===== src/rtl/tif_pkg.sv =====
package tif_pkg;
  typedef enum logic [1:0] {
    FSEL_DIV32  = 2'b00,
    FSEL_DIV8   = 2'b01,
    FSEL_SYS    = 2'b10,
    FSEL_CNTSRC = 2'b11
  } fsel_e;

  typedef enum logic [1:0] {
    CEDGE_RISE = 2'b00,
    CEDGE_FALL = 2'b01,
    CEDGE_BOTH = 2'b10,
    CEDGE_NONE = 2'b11
  } cedge_e;
endpackage


===== src/rtl/tif_strobe_gen.sv =====
module tif_strobe_gen
  import tif_pkg::*;
#(
  parameter int DIV_FAST = 8,
  parameter int DIV_SLOW = 32
) (
  input  logic  clk,
  input  logic  rst,
  input  fsel_e fsel_i,
  input  logic  cnt_src_tick_i,
  output logic  stb_o
);
  logic [1:0] div_stb;

  // one free-running counter per divider; each yields a one-clock enable
  for (genvar g = 0; g < 2; g++) begin : g_div
    localparam int D  = (g == 0) ? DIV_FAST : DIV_SLOW;
    localparam int CW = (D > 1) ? $clog2(D) : 1;
    logic [CW-1:0] cnt_q;

    always_ff @(posedge clk) begin
      if (rst || cnt_q == CW'(D - 1)) cnt_q <= '0;
      else                            cnt_q <= cnt_q + 1'b1;
    end

    assign div_stb[g] = (cnt_q == CW'(D - 1));

    if (D > 1) begin : g_chk
      assert_strobe_single_R4: assert property (@(posedge clk) disable iff (rst)
        div_stb[g] |=> !div_stb[g]);
    end
  end

  always_comb begin
    unique case (fsel_i)
      FSEL_DIV32:  stb_o = div_stb[1];
      FSEL_DIV8:   stb_o = div_stb[0];
      FSEL_SYS:    stb_o = 1'b1;
      FSEL_CNTSRC: stb_o = cnt_src_tick_i;
      default:     stb_o = 1'b0;
    endcase
  end
endmodule


===== src/rtl/tif_pin_filter.sv =====
module tif_pin_filter #(
  parameter int STABLE = 3
) (
  input  logic clk,
  input  logic rst,
  input  logic pin_i,
  input  logic en_i,
  input  logic stb_i,
  output logic lvl_o,
  output logic rise_o,
  output logic fall_o
);
  localparam int CW = (STABLE > 1) ? $clog2(STABLE) : 1;

  logic          s1_q, s2_q, flt_q;
  logic [CW-1:0] agree_q;
  logic          lvl_q, rise_q, fall_q;
  logic          lvl_now;

  assign lvl_now = en_i ? flt_q : s2_q;

  always_ff @(posedge clk) begin
    if (rst) begin
      s1_q    <= pin_i;
      s2_q    <= pin_i;
      flt_q   <= pin_i;
      agree_q <= '0;
      lvl_q   <= pin_i;
      rise_q  <= 1'b0;
      fall_q  <= 1'b0;
    end else begin
      s1_q <= pin_i;
      s2_q <= s1_q;
      if (!en_i) begin
        flt_q   <= s2_q;
        agree_q <= '0;
      end else if (stb_i) begin
        if (s2_q == flt_q) begin
          agree_q <= '0;
        end else if (agree_q == CW'(STABLE - 1)) begin
          flt_q   <= s2_q;
          agree_q <= '0;
        end else begin
          agree_q <= agree_q + 1'b1;
        end
      end
      lvl_q  <= lvl_now;
      rise_q <= lvl_now & ~lvl_q;
      fall_q <= ~lvl_now & lvl_q;
    end
  end

  assign lvl_o  = lvl_q;
  assign rise_o = rise_q;
  assign fall_o = fall_q;

  assert_hold_off_strobe_R3: assert property (@(posedge clk) disable iff (rst)
    ($past(en_i) && !$past(stb_i)) |-> $stable(flt_q));
  assert_accept_synced_R3: assert property (@(posedge clk) disable iff (rst)
    ($past(en_i) && flt_q != $past(flt_q)) |-> flt_q == $past(s2_q));
  assert_edge_excl_R5: assert property (@(posedge clk) disable iff (rst)
    !(rise_o && fall_o));
  assert_rise_single_R5: assert property (@(posedge clk) disable iff (rst)
    rise_o |=> !rise_o);
endmodule


===== src/rtl/tif_capture_front.sv =====
module tif_capture_front
  import tif_pkg::*;
#(
  parameter int NPIN     = 2,
  parameter int STABLE   = 3,
  parameter int DIV_FAST = 8,
  parameter int DIV_SLOW = 32
) (
  input  logic            clk,
  input  logic            rst,
  input  logic            start_i,
  input  logic            cfg_we_i,
  input  logic [1:0]      fsel_i,
  input  logic            cap_src_i,
  input  logic [NPIN-1:0] flt_en_i,
  input  logic            cnt_src_tick_i,
  input  logic [1:0]      cap_edge_i,
  input  logic [NPIN-1:0] pin_i,
  input  logic            evt_i,
  output logic [NPIN-1:0] lvl_o,
  output logic [NPIN-1:0] rise_o,
  output logic [NPIN-1:0] fall_o,
  output logic            cap_req_o
);
  fsel_e  fsel_q;
  logic   src_q;
  logic   stb;
  logic   pin_hit;
  logic   cap_q;
  cedge_e cedge;

  assign cedge = cedge_e'(cap_edge_i);

  // settings accept a write only while the timer runs
  always_ff @(posedge clk) begin
    if (rst) begin
      fsel_q <= FSEL_DIV32;
      src_q  <= 1'b0;
    end else if (cfg_we_i && start_i) begin
      fsel_q <= fsel_e'(fsel_i);
      src_q  <= cap_src_i;
    end
  end

  tif_strobe_gen #(.DIV_FAST(DIV_FAST), .DIV_SLOW(DIV_SLOW)) u_stb (
    .clk            (clk),
    .rst            (rst),
    .fsel_i         (fsel_q),
    .cnt_src_tick_i (cnt_src_tick_i),
    .stb_o          (stb)
  );

  for (genvar p = 0; p < NPIN; p++) begin : g_pin
    tif_pin_filter #(.STABLE(STABLE)) u_flt (
      .clk    (clk),
      .rst    (rst),
      .pin_i  (pin_i[p]),
      .en_i   (flt_en_i[p]),
      .stb_i  (stb),
      .lvl_o  (lvl_o[p]),
      .rise_o (rise_o[p]),
      .fall_o (fall_o[p])
    );
  end

  always_comb begin
    unique case (cedge)
      CEDGE_RISE: pin_hit = rise_o[0];
      CEDGE_FALL: pin_hit = fall_o[0];
      CEDGE_BOTH: pin_hit = rise_o[0] | fall_o[0];
      default:    pin_hit = 1'b0;
    endcase
  end

  always_ff @(posedge clk) begin
    if (rst) cap_q <= 1'b0;
    else     cap_q <= src_q ? (evt_i && cedge == CEDGE_RISE) : pin_hit;
  end

  assign cap_req_o = cap_q;

  assert_cfg_hold_R8: assert property (@(posedge clk) disable iff (rst)
    !$past(start_i) |-> ($stable(fsel_q) && $stable(src_q)));
  assert_evt_gate_R7: assert property (@(posedge clk) disable iff (rst)
    (cap_req_o && $past(src_q)) |-> ($past(evt_i) && $past(cap_edge_i) == 2'b00));
  assert_pin_path_R6: assert property (@(posedge clk) disable iff (rst)
    (cap_req_o && !$past(src_q)) |-> ($past(rise_o[0]) || $past(fall_o[0])));
endmodule


===== config.mk =====
export PLATFORM = sky130hd
export DESIGN_NAME = tif_capture_front
export DESIGN_NICKNAME = d
export VERILOG_FILES = /design/src/rtl/tif_pkg.sv /design/src/rtl/tif_strobe_gen.sv /design/src/rtl/tif_pin_filter.sv /design/src/rtl/tif_capture_front.sv
export SDC_FILE = /design/constraint.sdc
export NUM_CORES = 1
export LEC_CHECK = 0
export BUFFER_PORTS_ARGS = -buffer_cell sky130_fd_sc_hd__buf_2
export CORE_ASPECT_RATIO = 1.25
export CORE_MARGIN = 1
export CORE_UTILIZATION = 26
export DETAILED_ROUTE_END_ITERATION = 7
export SLEW_MARGIN = 20
export SYNTH_ARGS = -nofsm -noshare
export SYNTH_HDL_FRONTEND = slang
export SYNTH_SLANG_ARGS = --single-unit

===== constraint.sdc =====
create_clock -name clk -period 5 [get_ports clk]
set_input_delay 0.5 -clock clk [delete_from_list [all_inputs] [get_ports clk]]
set_output_delay 0.5 -clock clk [all_outputs]
set_load 0.1 [all_outputs]

## Word-level counts from Yosys, hierarchy flattened

Index checks and enable logic that the tools add are counted.

| cells by class | value |
|---|---|
| mux-type cells | 23 |
| reductions and logical operators | 10 |
| add/subtract/negate cells | 4 |
| eq/ne operators | 17 |
| bitwise logic cells | 11 |

Operators by type and width:

| operator | number |
|---|---|
| $mux W1 | 17 |
| $ne A3 B2 Y1 const B | 4 |
| $eq A2 B2 Y1 const B | 5 |
| $mux W2 | 4 |
| $ne A3 B3 Y1 const B | 2 |
| $not A1 Y1 | 6 |
| $reduce_and A3 Y1 | 2 |
| $add A5 B1 Y5 const B | 1 |
| $eq A5 B5 Y1 const B | 1 |
| $add A2 B1 Y2 const B | 2 |
| $and A1 B1 Y1 | 4 |
| $eq A2 B1 Y1 const B | 2 |
| $logic_not A2 Y1 | 2 |
| $pmux W1 S4 | 1 |
| $reduce_or A2 Y1 | 2 |
| $add A3 B1 Y3 const B | 1 |
| $eq A3 B3 Y1 const B | 1 |
| $pmux W1 S3 | 1 |
| $eq A1 B1 Y1 | 2 |
| $logic_and A1 B1 Y1 | 2 |
| $logic_or A1 B1 Y1 | 2 |
| $or A1 B1 Y1 | 1 |

| storage, ports and cells | value |
|---|---|
| logic and storage cells | 84 |
| output and inout bits | 7 |
| flip-flop bits (word level) | 28 |

## Longest topological paths before layout

| depth | value |
|---|---|
| depth after elaboration | 6 |
| depth in mapped cells | 6 |
| mapped depth without buffers | 6 |

## By module

A second synthesis with hierarchy kept.

| second synthesis, totals | value |
|---|---|
| cell total of the unflattened synthesis | 108 |
| area, all modules | 1,097.3 µm² |

By module, submodules not included:

| module | instances | area each (µm²) | seq. area each (µm²) | cells an instance |
|---|---|---|---|---|
| tif_pin_filter | 2 | 300.3 | 170.2 | 29 |
| tif_strobe_gen | 1 | 327.8 | 160.2 | 29 |
| tif_capture_front | 1 | 168.9 | 80.1 | 21 |

## Worst setup path before layout

Ideal clock, no wire load.

| timing | value |
|---|---|
| kind | flip-flop to flip-flop |
| start | reg u_stb.g_div[1].cnt_q[0] |
| end | reg g_pin[0].u_flt.flt_q (enable) |
| required time | 4.738 ns |
| slack | 3.251 ns |
| period minus slack after synthesis | 1.749 ns |
| data arrival time | 1.487 ns |
| cell stages (with the launch flop) | 7 |
| cell sequence | dfxtp_1 ha_1 and3_1 ha_1 mux2_4 o211ai_2 o21ai_0 |

| on the way | value |
|---|---|
| word-level cells in the longest chain between the ends | 4 |

RTL lines:

| element | line | source |
|---|---|---|
| from (decl) | tif_strobe_gen.sv:19 | `logic [CW-1:0] cnt_q;` |
| from (signal assigned) | tif_strobe_gen.sv:23 | `else cnt_q <= cnt_q + 1'b1;` |
| $eq A5 B5 Y1 | tif_strobe_gen.sv:26 | `assign div_stb[g] = (cnt_q == CW'(D - 1));` |
| $pmux W1 S4 | tif_strobe_gen.sv:35 | `unique case (fsel_i)` |
| $ne A3 B2 Y1 (no source line) | - |  |
| $reduce_and A3 Y1 (no source line) | - |  |
| to (signal assigned) | tif_pin_filter.sv:26 | `flt_q <= pin_i;` |
| to (signal assigned) | tif_pin_filter.sv:35 | `flt_q <= s2_q;` |
| to (signal assigned) | tif_pin_filter.sv:41 | `flt_q <= s2_q;` |
| to (decl) | tif_pin_filter.sv:15 | `logic s1_q, s2_q, flt_q;` |

No other way between the ends.
A chain may end at the register's enable or synchronous reset.

## Worst setup path in the final report

Ends and elaborated chain as after synthesis.

==> results.py <==
metrics = {
    "outcome": {
        "status": "finished, final reports clean",
    },
    "placement": {
        "placement.cell_area_um2": 1270,
        "io_buffers": 21,
        "gp_routability_congestion": 0.673,
        "placed_cells": 184,
        "hpwl_mm": 1.53,
    },
    "global_route": {
        "grt.total_usage_pct": 9.54,
        "global_route_wire_length_before_repair_mm": 3.42,
        "pin_count_of_the_biggest_net_entering_global_routing": 27,
        "first_global_vias": 836,
        "antenna_found_initial": 0,
        "grt.overflow.total": 0,
    },
    "finish": {
        "num_antenna_cells": 0,
        "post_route_cells_drive_above_1_share_pct": 22.9,
        "finish.instance_area_um2": 1310,
        "finish.net_count": 152,
        "final_cell_count_no_fill": 187,
        "layout_area_growth_over_synthesis_pct": 13.7,
    },
    "power": {
        "power_total_uw": 435,
        "power_switching_share_pct": 27.9,
        "power_frac_comb_pct": 16.2,
        "total_power_per_unit_cell_area_nw_per_um2": 332,
        "p_seq_share_pct": 56.7,
        "vdd.ir_drop.worst_uv": 131,
        "p_leak_uw": 0.000526,
        "internal-power_uw": 314,
        "power.switching_uw": 121,
        "clkPwrFrac_pct": 27.1,
    },
    "logic_synthesis": {
        "netlist_area_um2": 1150,
        "syn-mean-instance-area_um2": 9.93,
        "total_of_flip_flops_plus_latches_after_synthesis": 28,
        "synth.top_cell.area_share_pct": 45.2,
        "ys_dominant_reg_cell": "dfxtp_1",
        "ys_warn_count": 0,
        "mappedNetlistNets": 135,
        "seq_area_frac_synth_pct": 50.4,
        "post-synth-top-area-cell": "dfxtp_1",
        "synth-edff-count": 2,
        "yosysUniqueCellTypes": 26,
        "ys_async_sr_fraction_pct": 0,
        "synthesis.instances": 116,
        "netlist_top_cells_area": "dfxtp_1, nor3b_1, edfxtp_1, nand2_1, ha_1",
    },
    "critical_path": {
        "reg2reg_to": "g_pin[0].u_flt.flt_q$_DFFE_PP_",
        "r2r_setup_slack_ps": 3110,
        "criticalPathCategory": "flop to flop",
        "cp_max_fo": 6,
        "timing.critical_path.arrival_ps": 1900,
        "cp_data_required_time_ps": 5010,
        "startpoint_types": "flop",
        "timing.reg2reg.worst_path_depth": 6,
        "critPathCaptureType": "flop",
        "rr_startpoint": "u_stb.g_div[1].cnt_q[0]$_SDFF_PP0_",
    },
    "timing": {
        "clock-skew-final_ps": 2.36,
        "rsz_0062_raised_after_global_routing": "false",
        "final.hold.worst_slack_ps": 355,
        "achievable-frequency_mhz": 529,
        "setup_violations": 0,
        "timing.setup.tns_ps": 0,
        "rel_slew_slack_pct": 67.8,
        "worst-slew-pin-transition_ps": 486,
        "drv_slew": 0,
        "period_needed_ps": 1890,
        "number_of_hold_violations_in_the_final_report": 0,
        "final.period_utilization_pct": 37.8,
    },
    "detailed_routing": {
        "dr_total_vias": 819,
        "top_sig_layer": "met4",
        "detail_route.wirelength.met1_um": 868,
        "wirelength_mm": 2.01,
        "antenna_violating_nets_post_route": 0,
        "drt-wirelength-per-cell_um": 10.7,
        "drcViolationCount": 0,
        "met3RoutedLength_um": 79,
        "met2WireLength_mm": 1.04,
        "drtIter0Drc": 20,
        "dr.pass1.iters": 4,
        "detail_route.vias_per_cell": 4.38,
    },
    "die": {
        "die_footprint_um2": 4700,
        "floorplan.initialDensity_pct": 27.7,
        "coreArea_um2": 4160,
        "io_pins": 22,
        "die_w_um": 61.5,
        "die_y_um": 76.4,
        "rows": 26,
    },
    "clock_network": {
        "clock_tree.root_cell": "clkbuf_8",
        "clkLatencyLatePin_ps": 260,
        "clk_pin_slew_worst_paths_ps": 90,
        "cts-buffers-inserted": 3,
        "cts_hold_bufs": 0,
        "cts_resized": 0,
        "cts_max_level": 1,
        "cts.path.max_buffers": 2,
        "cts_setup_buffers": 0,
        "number_of_sinks_on_the_clock_net": 28,
        "cts_tree": "done",
    },
    "hold_path": {
        "worst_hold_launch": "pin_i[0]",
        "min_to": "g_pin[0].u_flt.s1_q$_DFF_P_",
        "path_type_of_the_worst_min_delay_path": "input port to flop",
        "min_path_cells": 1,
    },
    "flow_run": {
        "timing.max_cap.violations": 0,
    },
}
metal layers:
metal | vias up | global-route usage [%]
li1 | 426 | -
met1 | 374 | 9.76
met2 | 17 | 17.5
met3 | 2 | 2.04
met4 | 0 | 4.00
met5 | - | 0
logic make-up (layout without fill, tap and decap cells):
family                     after synthesis  in the layout  synth area share (%)
and+or+nand+nor                         43             43                  20.5
DFF                                     28             28                  50.4
AOI/OAI and AO/OA                       20             20                  11.3
buffers and inverters                   13             28                  6.41
xor gates and xnor gates                 5              5                  3.80
adders and majority gates                4              4                  4.34
muxes                                    3              3                  3.26
worst max-delay path by stage:
stage	from	end	slack (ps)	cells after the start
floorplan	u_stb.g_div[1].cnt_q[0]$_SDFF_PP0_	g_pin[0].u_flt.flt_q$_DFFE_PP_	3250	6
global route	u_stb.g_div[1].cnt_q[0]$_SDFF_PP0_	g_pin[0].u_flt.flt_q$_DFFE_PP_	2990	6
finish	u_stb.g_div[1].cnt_q[0]$_SDFF_PP0_	g_pin[0].u_flt.flt_q$_DFFE_PP_	3110	6
detailed placement	u_stb.g_div[1].cnt_q[0]$_SDFF_PP0_	g_pin[0].u_flt.flt_q$_DFFE_PP_	3120	6
global placement	u_stb.g_div[1].cnt_q[0]$_SDFF_PP0_	g_pin[0].u_flt.flt_q$_DFFE_PP_	3210	6
CTS	u_stb.g_div[1].cnt_q[0]$_SDFF_PP0_	g_pin[0].u_flt.flt_q$_DFFE_PP_	3110	6
layout by cell type, fill, tap and decap left out:
| cell | Yosys | layout |
|---|---|---|
| a21oi_1 | 5 | 5 |
| and3_1 | 1 | 1 |
| buf_2 | 2 | 21 |
| clkbuf_8 | 0 | 3 |
| dfxtp_1 | 26 | 26 |
| edfxtp_1 | 2 | 2 |
| ha_1 | 4 | 4 |
| inv_1 | 4 | 4 |
| mux2_2 | 2 | 2 |
| mux2_4 | 1 | 1 |
| nand2_1 | 14 | 14 |
| nand2b_1 | 2 | 2 |
| nand3_1 | 4 | 4 |
| nand3b_1 | 4 | 4 |
| nor2_1 | 2 | 2 |
| nor2b_1 | 2 | 2 |
| nor3_1 | 4 | 4 |
| nor3b_1 | 10 | 10 |
| o211ai_2 | 2 | 2 |
| o21a_4 | 1 | 1 |
| o21ai_0 | 7 | 7 |
| o21ai_1 | 1 | 1 |
| o22ai_1 | 4 | 4 |
| xnor2_1 | 1 | 1 |
| xor2_1 | 4 | 4 |
stage by stage:
| stage | util, % | worst slack [ps] |
|---|---|---|
| 6_report | 31.5 | 3110 |
| 2_1_floorplan | - | 3250 |
| 4_1_cts | 31.5 | 3110 |
| 5_1_grt | 31.5 | 2990 |
| 3_3_place_gp | 30.5 | 3210 |
| 3_5_place_dp | 30.5 | 3120 |
cell type report:
class	instances	area (um2)
Tap cell	56	70.1
Clock buffer	3	41.3
Inverter	4	15.0
Fill cell	450	2850
Timing Repair Buffer	21	105
Sequential cell	28	581
Multi-Input combinational cell	75	498
power groups by stage:
stage / logic [uW] / clock network (uW) / registers, uW
finish: 70.4 / 118 / 247
global route: 76.8 / 129 / 249
CTS: 71.0 / 121 / 247
detailed placement: 70.8 / 0 / 252
global placement: 68.8 / 0 / 252
floorplan: 58.1 / 0 / 253
synth_stat cells (2+ instances only):
master,count
a21oi_1,5
nand3_1,4
xor2_1,4
o21ai_0,7
nor3_1,4
nor3b_1,10
dfxtp_1,26
mux2_2,2
o211ai_2,2
nand2b_1,2
ha_1,4
o22ai_1,4
edfxtp_1,2
inv_1,4
nor2b_1,2
buf_2,2
nand2_1,14
nand3b_1,4
nor2_1,2
buf_4,6
worst max-delay path, cell delays in order, from the launching register on:
cell and delay, ps:
dfxtp_1 340, ha_1 230, and3_1 190, ha_1 270, mux2_4 320, o211ai_2 180
o21ai_0 110
registers in the layout, summed over array words and instances (netlist names):
name and cells:
u_stb.g_div.cnt_q 8, g_pin.u_flt.agree_q 4, fsel_q 2, g_pin.u_flt.fall_o 2, g_pin.u_flt.flt_q 2, g_pin.u_flt.lvl_o 2, g_pin.u_flt.rise_o 2, g_pin.u_flt.s1_q 2
g_pin.u_flt.s2_q 2, cap_req_o 1, src_q 1
Note: power is estimated with default switching activity, not from simulation.
